### src/rtl/bxc_pkg.sv
package bxc_pkg;

   // order in which a loaded byte leaves the shifters
   typedef enum logic {
      ORDER_LSB = 1'b0,
      ORDER_MSB = 1'b1
   } bit_order_e;

   // number of shift lanes: plaintext lane and keystream lane
   localparam int unsigned LANES    = 2;
   localparam int unsigned LANE_PT  = 0;
   localparam int unsigned LANE_KS  = 1;

endpackage

### src/rtl/bxc_fifo.sv
module bxc_fifo #(
   parameter int unsigned WIDTH = 8,
   parameter int unsigned DEPTH = 8
) (
   input  logic             clk,
   input  logic             rst_n,
   input  logic             wr_en,
   input  logic [WIDTH-1:0] wr_data,
   input  logic             rd_en,
   output logic [WIDTH-1:0] rd_data,
   output logic             full,
   output logic             empty,
   output logic             drop
);

   localparam int unsigned AW = (DEPTH > 1) ? $clog2(DEPTH) : 1;
   localparam int unsigned CW = $clog2(DEPTH + 1);

   generate
      if (DEPTH < 2 || (DEPTH & (DEPTH - 1)) != 0) begin : g_bad_depth
         $error("bxc_fifo: DEPTH must be a power of two of at least 2");
      end
   endgenerate

   logic [WIDTH-1:0] mem [DEPTH];
   logic [AW-1:0]    wr_ptr, rd_ptr;
   logic [CW-1:0]    count;
   logic             do_wr, do_rd;

   assign full    = (count == CW'(DEPTH));
   assign empty   = (count == '0);
   assign do_wr   = wr_en & ~full;
   assign do_rd   = rd_en & ~empty;
   assign rd_data = mem[rd_ptr];

   always_ff @(posedge clk) begin
      if (do_wr) begin
         mem[wr_ptr] <= wr_data;
      end
   end

   always_ff @(posedge clk) begin
      if (!rst_n) begin
         wr_ptr <= '0;
         rd_ptr <= '0;
         count  <= '0;
         drop   <= 1'b0;
      end else begin
         drop <= wr_en & full;
         if (do_wr) begin
            wr_ptr <= wr_ptr + AW'(1);
         end
         if (do_rd) begin
            rd_ptr <= rd_ptr + AW'(1);
         end
         case ({do_wr, do_rd})
            2'b10:   count <= count + CW'(1);
            2'b01:   count <= count - CW'(1);
            default: count <= count;
         endcase
      end
   end

endmodule

### src/rtl/bxc_shifter.sv
module bxc_shifter #(
   parameter int unsigned          WIDTH = 8,
   parameter bxc_pkg::bit_order_e  ORDER = bxc_pkg::ORDER_MSB
) (
   input  logic             clk,
   input  logic             rst_n,
   input  logic             load,
   input  logic [WIDTH-1:0] din,
   input  logic             shift,
   output logic             bit_out
);

   logic [WIDTH-1:0] sh_q;
   logic [WIDTH-1:0] sh_next;

   generate
      if (ORDER == bxc_pkg::ORDER_MSB) begin : g_msb
         assign sh_next = {sh_q[WIDTH-2:0], 1'b0};
         assign bit_out = sh_q[WIDTH-1];
      end else begin : g_lsb
         assign sh_next = {1'b0, sh_q[WIDTH-1:1]};
         assign bit_out = sh_q[0];
      end
   endgenerate

   always_ff @(posedge clk) begin
      if (!rst_n) begin
         sh_q <= '0;
      end else if (load) begin
         sh_q <= din;
      end else if (shift) begin
         sh_q <= sh_next;
      end
   end

endmodule

### src/rtl/bxc_bitcount.sv
module bxc_bitcount #(
   parameter int unsigned WIDTH = 8
) (
   input  logic clk,
   input  logic rst_n,
   input  logic load,
   output logic busy,
   output logic last
);

   localparam int unsigned CW = $clog2(WIDTH + 1);

   logic [CW-1:0] remain;

   assign busy = (remain != '0);
   assign last = (remain == CW'(1));

   always_ff @(posedge clk) begin
      if (!rst_n) begin
         remain <= '0;
      end else if (load) begin
         remain <= CW'(WIDTH);
      end else if (busy) begin
         remain <= remain - CW'(1);
      end
   end

endmodule

### src/rtl/bitser_xor_cipher.sv
module bitser_xor_cipher #(
   parameter int unsigned         BYTE_W     = 8,
   parameter int unsigned         FIFO_DEPTH = 8,
   parameter bxc_pkg::bit_order_e ORDER      = bxc_pkg::ORDER_MSB
) (
   input  logic              clk,
   input  logic              rst_n,
   input  logic              pt_wr,
   input  logic [BYTE_W-1:0] pt_data,
   output logic              pt_full,
   output logic              pt_empty,
   output logic              pt_drop,
   input  logic              ks_valid,
   input  logic [BYTE_W-1:0] ks_data,
   output logic              ks_ready,
   output logic              ct_bit,
   output logic              ct_valid,
   output logic              eoc
);

   import bxc_pkg::*;

   generate
      if (BYTE_W < 2) begin : g_bad_width
         $error("bitser_xor_cipher: BYTE_W must be at least 2");
      end
   endgenerate

   logic [BYTE_W-1:0] head_byte;
   logic              busy, last, load;
   logic [BYTE_W-1:0] lane_din [LANES];
   logic [LANES-1:0]  lane_bit;

   bxc_fifo #(
      .WIDTH (BYTE_W),
      .DEPTH (FIFO_DEPTH)
   ) fifo_i (
      .clk     (clk),
      .rst_n   (rst_n),
      .wr_en   (pt_wr),
      .wr_data (pt_data),
      .rd_en   (load),
      .rd_data (head_byte),
      .full    (pt_full),
      .empty   (pt_empty),
      .drop    (pt_drop)
   );

   bxc_bitcount #(
      .WIDTH (BYTE_W)
   ) count_i (
      .clk   (clk),
      .rst_n (rst_n),
      .load  (load),
      .busy  (busy),
      .last  (last)
   );

   assign ks_ready = ~pt_empty & (~busy | last);
   assign load     = ks_valid & ks_ready;

   assign lane_din[LANE_PT] = head_byte;
   assign lane_din[LANE_KS] = ks_data;

   for (genvar g = 0; g < LANES; g++) begin : g_lane
      bxc_shifter #(
         .WIDTH (BYTE_W),
         .ORDER (ORDER)
      ) shift_i (
         .clk     (clk),
         .rst_n   (rst_n),
         .load    (load),
         .din     (lane_din[g]),
         .shift   (busy),
         .bit_out (lane_bit[g])
      );
   end

   assign ct_valid = busy;
   assign ct_bit   = busy & (^lane_bit);
   assign eoc      = last;

endmodule

### config.mk
export PLATFORM = sky130hd
export DESIGN_NAME = bitser_xor_cipher
export DESIGN_NICKNAME = d
export VERILOG_FILES = /design/src/rtl/bxc_pkg.sv /design/src/rtl/bxc_fifo.sv /design/src/rtl/bxc_shifter.sv /design/src/rtl/bxc_bitcount.sv /design/src/rtl/bitser_xor_cipher.sv
export SDC_FILE = /design/constraint.sdc
export NUM_CORES = 1
export LEC_CHECK = 0
export ABC_AREA = 1
export BUFFER_PORTS_ARGS = -buffer_cell sky130_fd_sc_hd__buf_2
export CORE_MARGIN = 8
export CORE_UTILIZATION = 60
export DETAILED_ROUTE_END_ITERATION = 10
export HOLD_SLACK_MARGIN = 0.12
export PLACE_DENSITY = 0.79
export SYNTH_ARGS = -nofsm -noshare
export SYNTH_HDL_FRONTEND = slang
export SYNTH_HIERARCHICAL = 1
export SYNTH_SLANG_ARGS = --single-unit
### constraint.sdc
create_clock -name clk -period 3 [get_ports clk]
set_clock_uncertainty 0.05 [all_clocks]
set_input_delay 0.6 -clock clk [delete_from_list [all_inputs] [get_ports clk]]
set_output_delay 0.6 -clock clk [all_outputs]
set_load 0.02 [all_outputs]
Yosys cells after proc, flatten, opt, wreduce, memory -nomap -nowiden. Memories as Yosys holds them, arrays and structs flattened. A register that Yosys moved wholly into a read port is not among the register bits. Cells that the tools add are included.

Register bits: 31. RAM bits: 64. Input bits: 20. Output and inout port bits: 7. Word-level logic and storage cells: 46. Memories: 1.

Memory list: fifo_i.mem (words 8, bits a word 8, read ports 1, clocked after Yosys merged registers in 1, write ports 1, line bxc_fifo.sv:25) `logic [WIDTH-1:0] mem [DEPTH];`.

Add/sub/neg operators: 5. Eq/ne operators: 4. Multiplexer cells: 11. Bitwise logic cells: 11. Reduce and logical (&&, ||, !) cells: 6.

Operators with widths (number): 8-bit 2-to-1 mux (4); 4-bit 2-to-1 mux (2); 4-bit one-hot mux with 2 select lines (1); 4-bit by 1-bit subtractor with 4-bit output (second input constant) (2); 3-bit by 1-bit adder with 3-bit output (second input constant) (2); 1-bit AND (6); 3-bit 2-to-1 mux (2); 4-bit by 1-bit adder with 4-bit output (second input constant) (1); 4-bit by 1-bit == test with 1-bit output (second input constant) (1); 4-bit == test (second input constant) (1); 4-bit zero test (1); 1-bit NOT (4); 2-bit nonzero test (2); 4-bit nonzero test (1); 2-bit by 1-bit == test with 1-bit output (second input constant) (1); 2-bit == test (second input constant) (1); 1-bit 2-to-1 mux (2); 2-bit OR reduction (1); 2-bit XOR reduction (1); 1-bit OR (1).

Depth between registers and ports, before layout. Gate-level depths: netlist of the first run.

Word-level depth: 8. Depth in mapped cells: 19. Mapped depth without buffers: 19.

Modules after synthesis. The synthesis of the first run kept the hierarchy.

By module, submodules not included: bxc_fifo (instances 1, cells an instance 278, area each 3228.1 um2, seq. area each 2202.1 um2); bxc_shifter (instances 2, cells an instance 60, area each 399.1 um2, seq. area each 160.2 um2); bxc_bitcount (instances 1, cells an instance 32, area each 239.0 um2, seq. area each 80.1 um2); bitser_xor_cipher (instances 1, cells an instance 11, area each 46.3 um2, seq. area each 0.0 um2).

Worst setup path after synthesis of the first run. Ideal clock, no wire load.

Path kind: register to register. Start point: register count_i.remain[1]. End point: register fifo_i.count[2]. Library setup time: 0.115 ns. Arrival time: 2.598 ns. Required time: 2.835 ns. Slack: 0.236 ns. Cell stages (with the launch flop): 19. Buffers on the path: 0. Clock period less this slack: 2.764 ns. Path through: dfxtp_1 inv_1 ha_1 nor3b_1 inv_1 nand2_1 nand2_2 nor2_2 nand2_1 inv_2 ha_1 nand2_1 inv_1 nor2_2 ha_1 a21oi_1 xnor2_1 o21ai_0 inv_1.

Elaborated cells on any way between the ends: 11. Classes of those cells: 3 x eq/ne; 1 x mux; 5 x bitwise; 2 x reduce/logical.

RTL lines: start: declaration (line bxc_bitcount.sv:13) `logic [CW-1:0] remain;`; start signal: assignment (line bxc_bitcount.sv:22) `remain <= CW'(WIDTH);`; start signal: assignment (line bxc_bitcount.sv:24) `remain <= remain - CW'(1);`; 4-bit by 1-bit == test with 1-bit output * (line bxc_bitcount.sv:16) `assign last = (remain == CW'(1));`; net eoc (line bitser_xor_cipher.sv:18) `output logic eoc`; 1-bit OR * (line bitser_xor_cipher.sv:59) `assign ks_ready = ~pt_empty & (~busy | last);`; 1-bit AND * (line bitser_xor_cipher.sv:59); 1-bit AND * (line bitser_xor_cipher.sv:60) `assign load = ks_valid & ks_ready;`; net load (line bitser_xor_cipher.sv:30) `logic busy, last, load;`; 1-bit AND * (line bxc_fifo.sv:33) `assign do_rd = rd_en & ~empty;`; net fifo_i.do_rd (line bxc_fifo.sv:28) `logic do_wr, do_rd;`; 2-bit by 1-bit == test with 1-bit output or 2-bit == test (tied branches) (line bxc_fifo.sv:56) `case ({do_wr, do_rd})`; 4-bit one-hot mux with 2 select lines or 2-bit nonzero test (tied branches); end signal: assignment (line bxc_fifo.sv:57) `2'b10: count <= count + CW'(1);`; end signal: assignment (line bxc_fifo.sv:58) `2'b01: count <= count - CW'(1);`; end signal: assignment (line bxc_fifo.sv:59) `default: count <= count;`; end: declaration (line bxc_fifo.sv:27) `logic [CW-1:0] count;`.

Mark *: on every way through the listed nets, which the timed path passes. The rest lies on a longest branch. A chain may end at the register's enable or synchronous reset.

Worst setup path in the final report of the first run.
Start point: register count_i.remain[0]. End point: output ct_bit.

Word-level cells in the longest chain between the ends: 2.

Ends and longest elaborated chain: 4-bit nonzero test (line bxc_bitcount.sv:15) `assign busy = (remain != '0);`; 1-bit AND (line bitser_xor_cipher.sv:80) `assign ct_bit = busy & (^lane_bit);`; end: declaration (line bitser_xor_cipher.sv:16) `output logic ct_bit,`.

Every way passes these cells.

==> reports/qor.txt, run 1 <==
CTS root buf -> clkbuf_8
Most common cell in the netlist -> nand2_1
Sum of negative setup slack -> 0 ns
Number of synthesized flops with an enable pin -> 64
Clock slew at reported path FFs -> 0.08 ns
CTS Hold Bufs -> 0
Worst-Margin Slew -> 0.9648 ns
Setup repair bufs after CTS -> 0
Core Area -> 7098 um2
Clock sinks -> 98
Die W -> 100.8 um
Clk buf depth -> 2
CP endpoint kind -> primary output
GRT Residual Overflow -> 0
Die Y -> 100.8 um
Area of the multi-input gates -> 1399 um2
Startpoint Class -> flop
Share of cells above drive strength 1 -> 13.78%
Worst Hold Depth -> 2
Clk_lat worst skew -> 0.35 ns
Syn Area/Cell -> 9.777 um2
Synthesized flop and latch total -> 98
Via count -> 3075
Placement Rows -> 31
Synth top cells by count -> nand2_1 (102), edfxtp_1 (64), nor2_1 (51)
Setup-failing EPs final -> 0
Worst path required time -> 2.35 ns
IO Port Bufs -> 26
Final #Nets -> 502
Leak -> 1.956 nW
Design Area, Final -> 4697 um2
Initial Util -> 60.74%
DR iter-0 viols -> 216
Setup CP Type -> reg2out
Average routed wire per standard cell -> 14.02 um
Util after Layout -> 66.17%
Critical-path maximum fanout -> 22
Vias in the first global route -> 2995
Post-Synthesis Cells -> 441
Tmin final -> 2.462 ns
Status -> finished, final reports clean
Cell Pwr Density -> 899.7 nW/um2
Area leader, netlist -> edfxtp_1
Crit path capture -> ct_bit
Synthesized area -> 4312 um2
Max Slew Vio Count -> 0
Maximum clock rate -> 406.1 MHz
Avg Vias per Cell -> 5.320
TritonRoute pass-1 iters -> 4
Yosys cell types -> 26
RSZ-0062 raised after global routing -> no
Reg2Reg Depth -> 18
Final period utilization -> 82.08%
Fin. Hold Viols -> 0
Io pins -> 27
Syn_nets -> 469
Post-placement cell area -> 4511 um2
TritonCTS clock tree -> built
Power Total -> 4.226 mW
CP startpoint -> count_i/remain[0]
Routability congestion estimate -> 0.8110
DRT Wirelength -> 8105 um
Storage element area -> 2603 um2
Fill cells -> 557
Area growth, synth to finish -> 8.938%
Min-Delay Path Class -> reg2reg
H-tree Lvls -> 3
Cts repair resizes -> 0
Antenna violations before repair -> 0
Die area -> 10150 um2
Cts bufs inserted -> 9
Post-synth ARST share -> 0%
Max cap viols -> 0
# DRC -> 0
Data arrival, critical path -> 1.81 ns
Worst vdd ir -> 0.5340 mV
Largest net degree at the start of global routing -> 33
Register area share after synthesis -> 60.36%
Dpl hpwl -> 5293 um
DRT antenna net count -> 0
Critical R2R Capture -> fifo_i/count[2]
Synth top area share -> 44.57%
Worst R2R Setup Slack -> 0.55 ns
Antenna Cells -> 0
GRT Util Overall -> 17.01%
Reg-to-reg startpoint -> count_i/remain[1]
Worst rel slew slack -> 35.44%
Yosys warns -> 6
Synth Flop Type -> edfxtp_1
Global-route wire length before repair -> 13530 um
Top post-synthesis cells by area -> edfxtp_1 (45%), dfxtp_1 (16%), nand2_1 (8.9%)
## state kept, by name (all words and copies together), names as in the netlist, named ones only
name and count:
fifo_i/mem 64, g_lane.shift_i/sh_q 16, count_i/remain 4, fifo_i/count 4, fifo_i/rd_ptr 3, fifo_i/wr_ptr 3
fifo_i/drop 1
## cell type report
type	instances	share of cell area (%)
repair buffers	35	4.209
well taps	99	2.637
multi-input cells	280	29.78
clock inverters	5	1.172
clock buffers	11	2.797
inverters	50	3.996
flip-flops and latches	98	55.41
## worst max-delay path: stages (launching register included)
cell	delay (ns)
dfxtp_1	0.39
inv_1	0.09
ha_1	0.24
nand2_2	0.08
buf_4	0.30
nand2_1	0.09
nor2_1	0.10
buf_2	0.17
## where the power goes
part	leakage (nW)	internal [mW]	total [mW]	switching [mW]
Clock	0.0914	0.385	0.810	0.425
Combinational	1.01	0.570	1.64	1.07
Sequential	0.859	1.64	1.77	0.137
## cell usage in the layout, fill, tap and decap left out
cell and n:
dfxtp_1 34, nor3b_1 1, clkbuf_1 2, inv_2 5, inv_1 45, buf_2 26
nor3b_2 2, nor2_2 5, clkbuf_8 9, bufinv_16 1, edfxtp_1 64, nand3_1 28
nor3_1 2, mux2i_1 8, o21ai_0 25, nand2_1 102, clkinv_1 1, o22ai_1 8
clkinv_2 1, xnor2_1 3, nor2_8 2, inv_6 1, o21ai_1 15, ha_1 8
a21oi_1 14, nand2_2 3, xor2_1 1, and3_1 1, nor2_1 51, buf_4 9
clkinvlp_4 1, nand3_2 1
## metal layers
layer  vias to the layer above  GRT usage (%)  part of all wire [%]
li1                       1526              -                     -
met1                      1444          21.10                    44
met2                        90          28.17                    50
met3                        15          2.693                   4.5
met4                         0          8.372                   2.0
met5                         -              0                     0
## through the flow
step,setup WS [ns],hold slack [ns],instances
floorplan,0.2362,0.3878,441
global placement,0.6650,0.3994,562
detailed placement,0.5556,0.4117,562
CTS,0.5347,0.4233,578
global route,0.1765,0.4462,578
finish,0.5376,0.4221,578
## cells by family after synthesis
| family | after synthesis | synth area share (%) |
|---|---|---|
| simple gates | 198 | 20.02 |
| mux | 8 | 1.857 |
| compound gates | 62 | 7.429 |
| xor+xnor | 4 | 0.8127 |
| fa+ha+maj | 8 | 2.322 |
| buf+inv | 63 | 7.197 |
| flops | 98 | 60.36 |
## worst min path at each step
stage | start | slack [ns] | endpoint
after global routing | g_lane[0].shift_i/sh_q[4] | 0.45 | g_lane[0].shift_i/sh_q[4]
after detailed placement | g_lane[1].shift_i/sh_q[4] | 0.41 | g_lane[1].shift_i/sh_q[4]
after CTS | pt_wr | 0.42 | fifo_i/drop
final | g_lane[0].shift_i/sh_q[6] | 0.42 | g_lane[0].shift_i/sh_q[6]
after global placement | g_lane[0].shift_i/sh_q[0] | 0.40 | g_lane[0].shift_i/sh_q[0]
after floorplan | g_lane[0].shift_i/sh_q[0] | 0.39 | g_lane[0].shift_i/sh_q[0]
(Power assumes the default switching activity.)
==> run 2: changes to the inputs <==
--- a/config.mk
+++ b/config.mk
@@ -8,10 +8,10 @@
 export ABC_AREA = 1
 export BUFFER_PORTS_ARGS = -buffer_cell sky130_fd_sc_hd__buf_2
 export CORE_MARGIN = 8
-export CORE_UTILIZATION = 60
+export CORE_UTILIZATION = 54
 export DETAILED_ROUTE_END_ITERATION = 10
 export HOLD_SLACK_MARGIN = 0.12
-export PLACE_DENSITY = 0.79
+export PLACE_DENSITY = 0.75
 export SYNTH_ARGS = -nofsm -noshare
 export SYNTH_HDL_FRONTEND = slang
 export SYNTH_HIERARCHICAL = 1
==> constraint.sdc (replaced) <==
create_clock -name clk -period 2 [get_ports clk]
set_clock_uncertainty 0.05 [all_clocks]
set_input_delay 0.4 -clock clk [delete_from_list [all_inputs] [get_ports clk]]
set_output_delay 0.4 -clock clk [all_outputs]
set_load 0.02 [all_outputs]
==> reports/qor.txt, run 2 (synthesis results as in run 1) <==
Status -> finished, violations left
Violated checks -> setup timing
Clk_lat worst skew -> 0.35 ns
Max FFs per register -> 64
Die area -> 11100 um2
DRT antenna net count -> 0
Startpoint Class -> flop
Leak -> 2.115 nW
Worst vdd ir -> 0.9110 mV
PnR worst setup slack -> -0.1703 ns
GR Util met1 -> 19.30%
RSZ-0062 raised after global routing -> yes
Design Area, Final -> 5055 um2
Antenna Cells -> 0
Global-route wire length before repair -> 14240 um
Most common cell after layout, fill and taps aside -> nand2_1
DR iter-0 viols -> 157
Worst-Margin Slew -> 0.4360 ns
Dpl hpwl -> 5743 um
Most frequent cells in the layout -> nand2_1 (99), edfxtp_1 (64), nor2_1 (50), inv_1 (42), buf_4 (34)
Grt met2 use -> 27.07%
Largest Register -> fifo_i/mem
Non-Filler Instances -> 608
Maximum clock rate -> 460.8 MHz
CTS root buf -> clkbuf_8
Average routed wire per standard cell -> 14.93 um
TritonCTS clock tree -> built
# DRC -> 0
Cell Pwr Density -> 1426 nW/um2
Final period utilization -> 108.5%
Core Area -> 7727 um2
Post-placement cell area -> 4692 um2
Clk buf depth -> 2
TritonRoute pass-1 iters -> 4
Via count -> 3160
Max Slew Vio Count -> 0
Data arrival, critical path -> 2.36 ns
GRT Residual Overflow -> 0
Die W -> 105.4 um
Clock sinks -> 98
Worst path required time -> 2.19 ns
Antenna violations before repair -> 0
Worst rel slew slack -> 70.89%
Largest net degree at the start of global routing -> 33
Setup-failing EPs final -> 4
Cts bufs inserted -> 9
Routability congestion estimate -> 0.8599
Avg Vias per Cell -> 5.197
Share of cells above drive strength 1 -> 21.94%
Final #Nets -> 529
Clock slew at reported path FFs -> 0.09 ns
Sum of negative setup slack -> -0.4440 ns
Gr busiest metal -> met2
Placed Cells -> 580
Io pins -> 27
DRT Wirelength -> 9079 um
CP endpoint kind -> flop
H-tree Lvls -> 3
Largest registers -> fifo_i/mem x64, g_lane.shift_i/sh_q x16
Initial Util -> 55.80%
Min-Delay Path Class -> in2reg
Fin. Hold Viols -> 0
Area growth, synth to finish -> 17.24%
Die Y -> 105.4 um
Met3 usage -> 2.436%
IO Port Bufs -> 26
Critical-path maximum fanout -> 3
Max cap viols -> 0
Tmin final -> 2.170 ns
GRT Util Overall -> 15.75%
Setup CP Type -> reg2reg
Vias in the first global route -> 3100
Placement Rows -> 32
[run 2: cell count changes in the layout (fill, tap and decap cells not counted), sizes merged]
cell / change
clkinv: +2
buf: +26
clkinvlp: -1
[run 2: metal layers]
layer	routed length, um	vias to the layer above
met5	0	-
met4	127	0
met3	570	9
met2	4628	86
met1	3752	1489
li1	-	1576
[run 2: cell type report]
type                            count  area, um2
Fill cell                         574       2673
Timing Repair Buffer               62      442.9
Inverter                           50      190.2
Multi-Input combinational cell    280       1494
Clock inverter                      6      65.06
Clock buffer                       10      127.6
Sequential cell                    98       2608
Tap cell                          102      127.6
[run 2: what timing repair did]
action                     4_1_cts  5_1_grt
gates cloned                     0        1
hold buffers                     0        0
setup endpoints to repair        5       14
gates resized for setup          9       11
buffers inserted                 5        6
pin swaps                        3        3
[run 2: stage by stage]
stage	setup WS, ns	hold WS (ns)	util (%)	power [mW]
2_1_floorplan	-0.2435	0.3878	-	4.800
3_3_place_gp	-0.03389	0.4012	60.72	5.337
3_5_place_dp	-0.1598	0.4118	60.72	5.453
4_1_cts	-0.1344	0.2395	64.01	6.843
5_1_grt	-0.3124	0.2421	65.41	7.680
6_report	-0.1703	0.2493	65.41	7.207
[run 2: final timing paths]
| kind | from | to | slack, ns | cells past startpoint |
|---|---|---|---|---|
| setup / recovery | count_i/remain[1] | fifo_i/count[2] | -0.17 | 18 |
| hold / removal | ks_data[0] | g_lane[1].shift_i/sh_q[0] | 0.25 | 3 |
| setup reg to reg | count_i/remain[1] | fifo_i/count[2] | -0.17 | 18 |
| hold reg to reg | g_lane[1].shift_i/sh_q[0] | g_lane[1].shift_i/sh_q[0] | 0.43 | 2 |
[run 2: worst max-delay path, stage by stage, from the launching register on]
cell	delay [ns]
dfxtp_2	0.33
inv_2	0.08
ha_4	0.12
nor3b_4	0.18
inv_1	0.06
nand2_1	0.07
nand2_2	0.07
nor2_4	0.10
nand2_2	0.08
inv_4	0.07
ha_4	0.14
nand2_2	0.05
inv_2	0.07
nor2_4	0.05
ha_4	0.16
a21oi_4	0.10
xnor2_1	0.09
o21ai_1	0.14
inv_1	0.05
[run 2: report_power, final]
group | leakage, nW | internal (mW) | switching (mW)
clock | 0.0983 | 0.582 | 0.655
sequential | 0.860 | 2.46 | 0.174
combinational | 1.16 | 1.39 | 1.95
total | 2.12 | 4.43 | 2.78
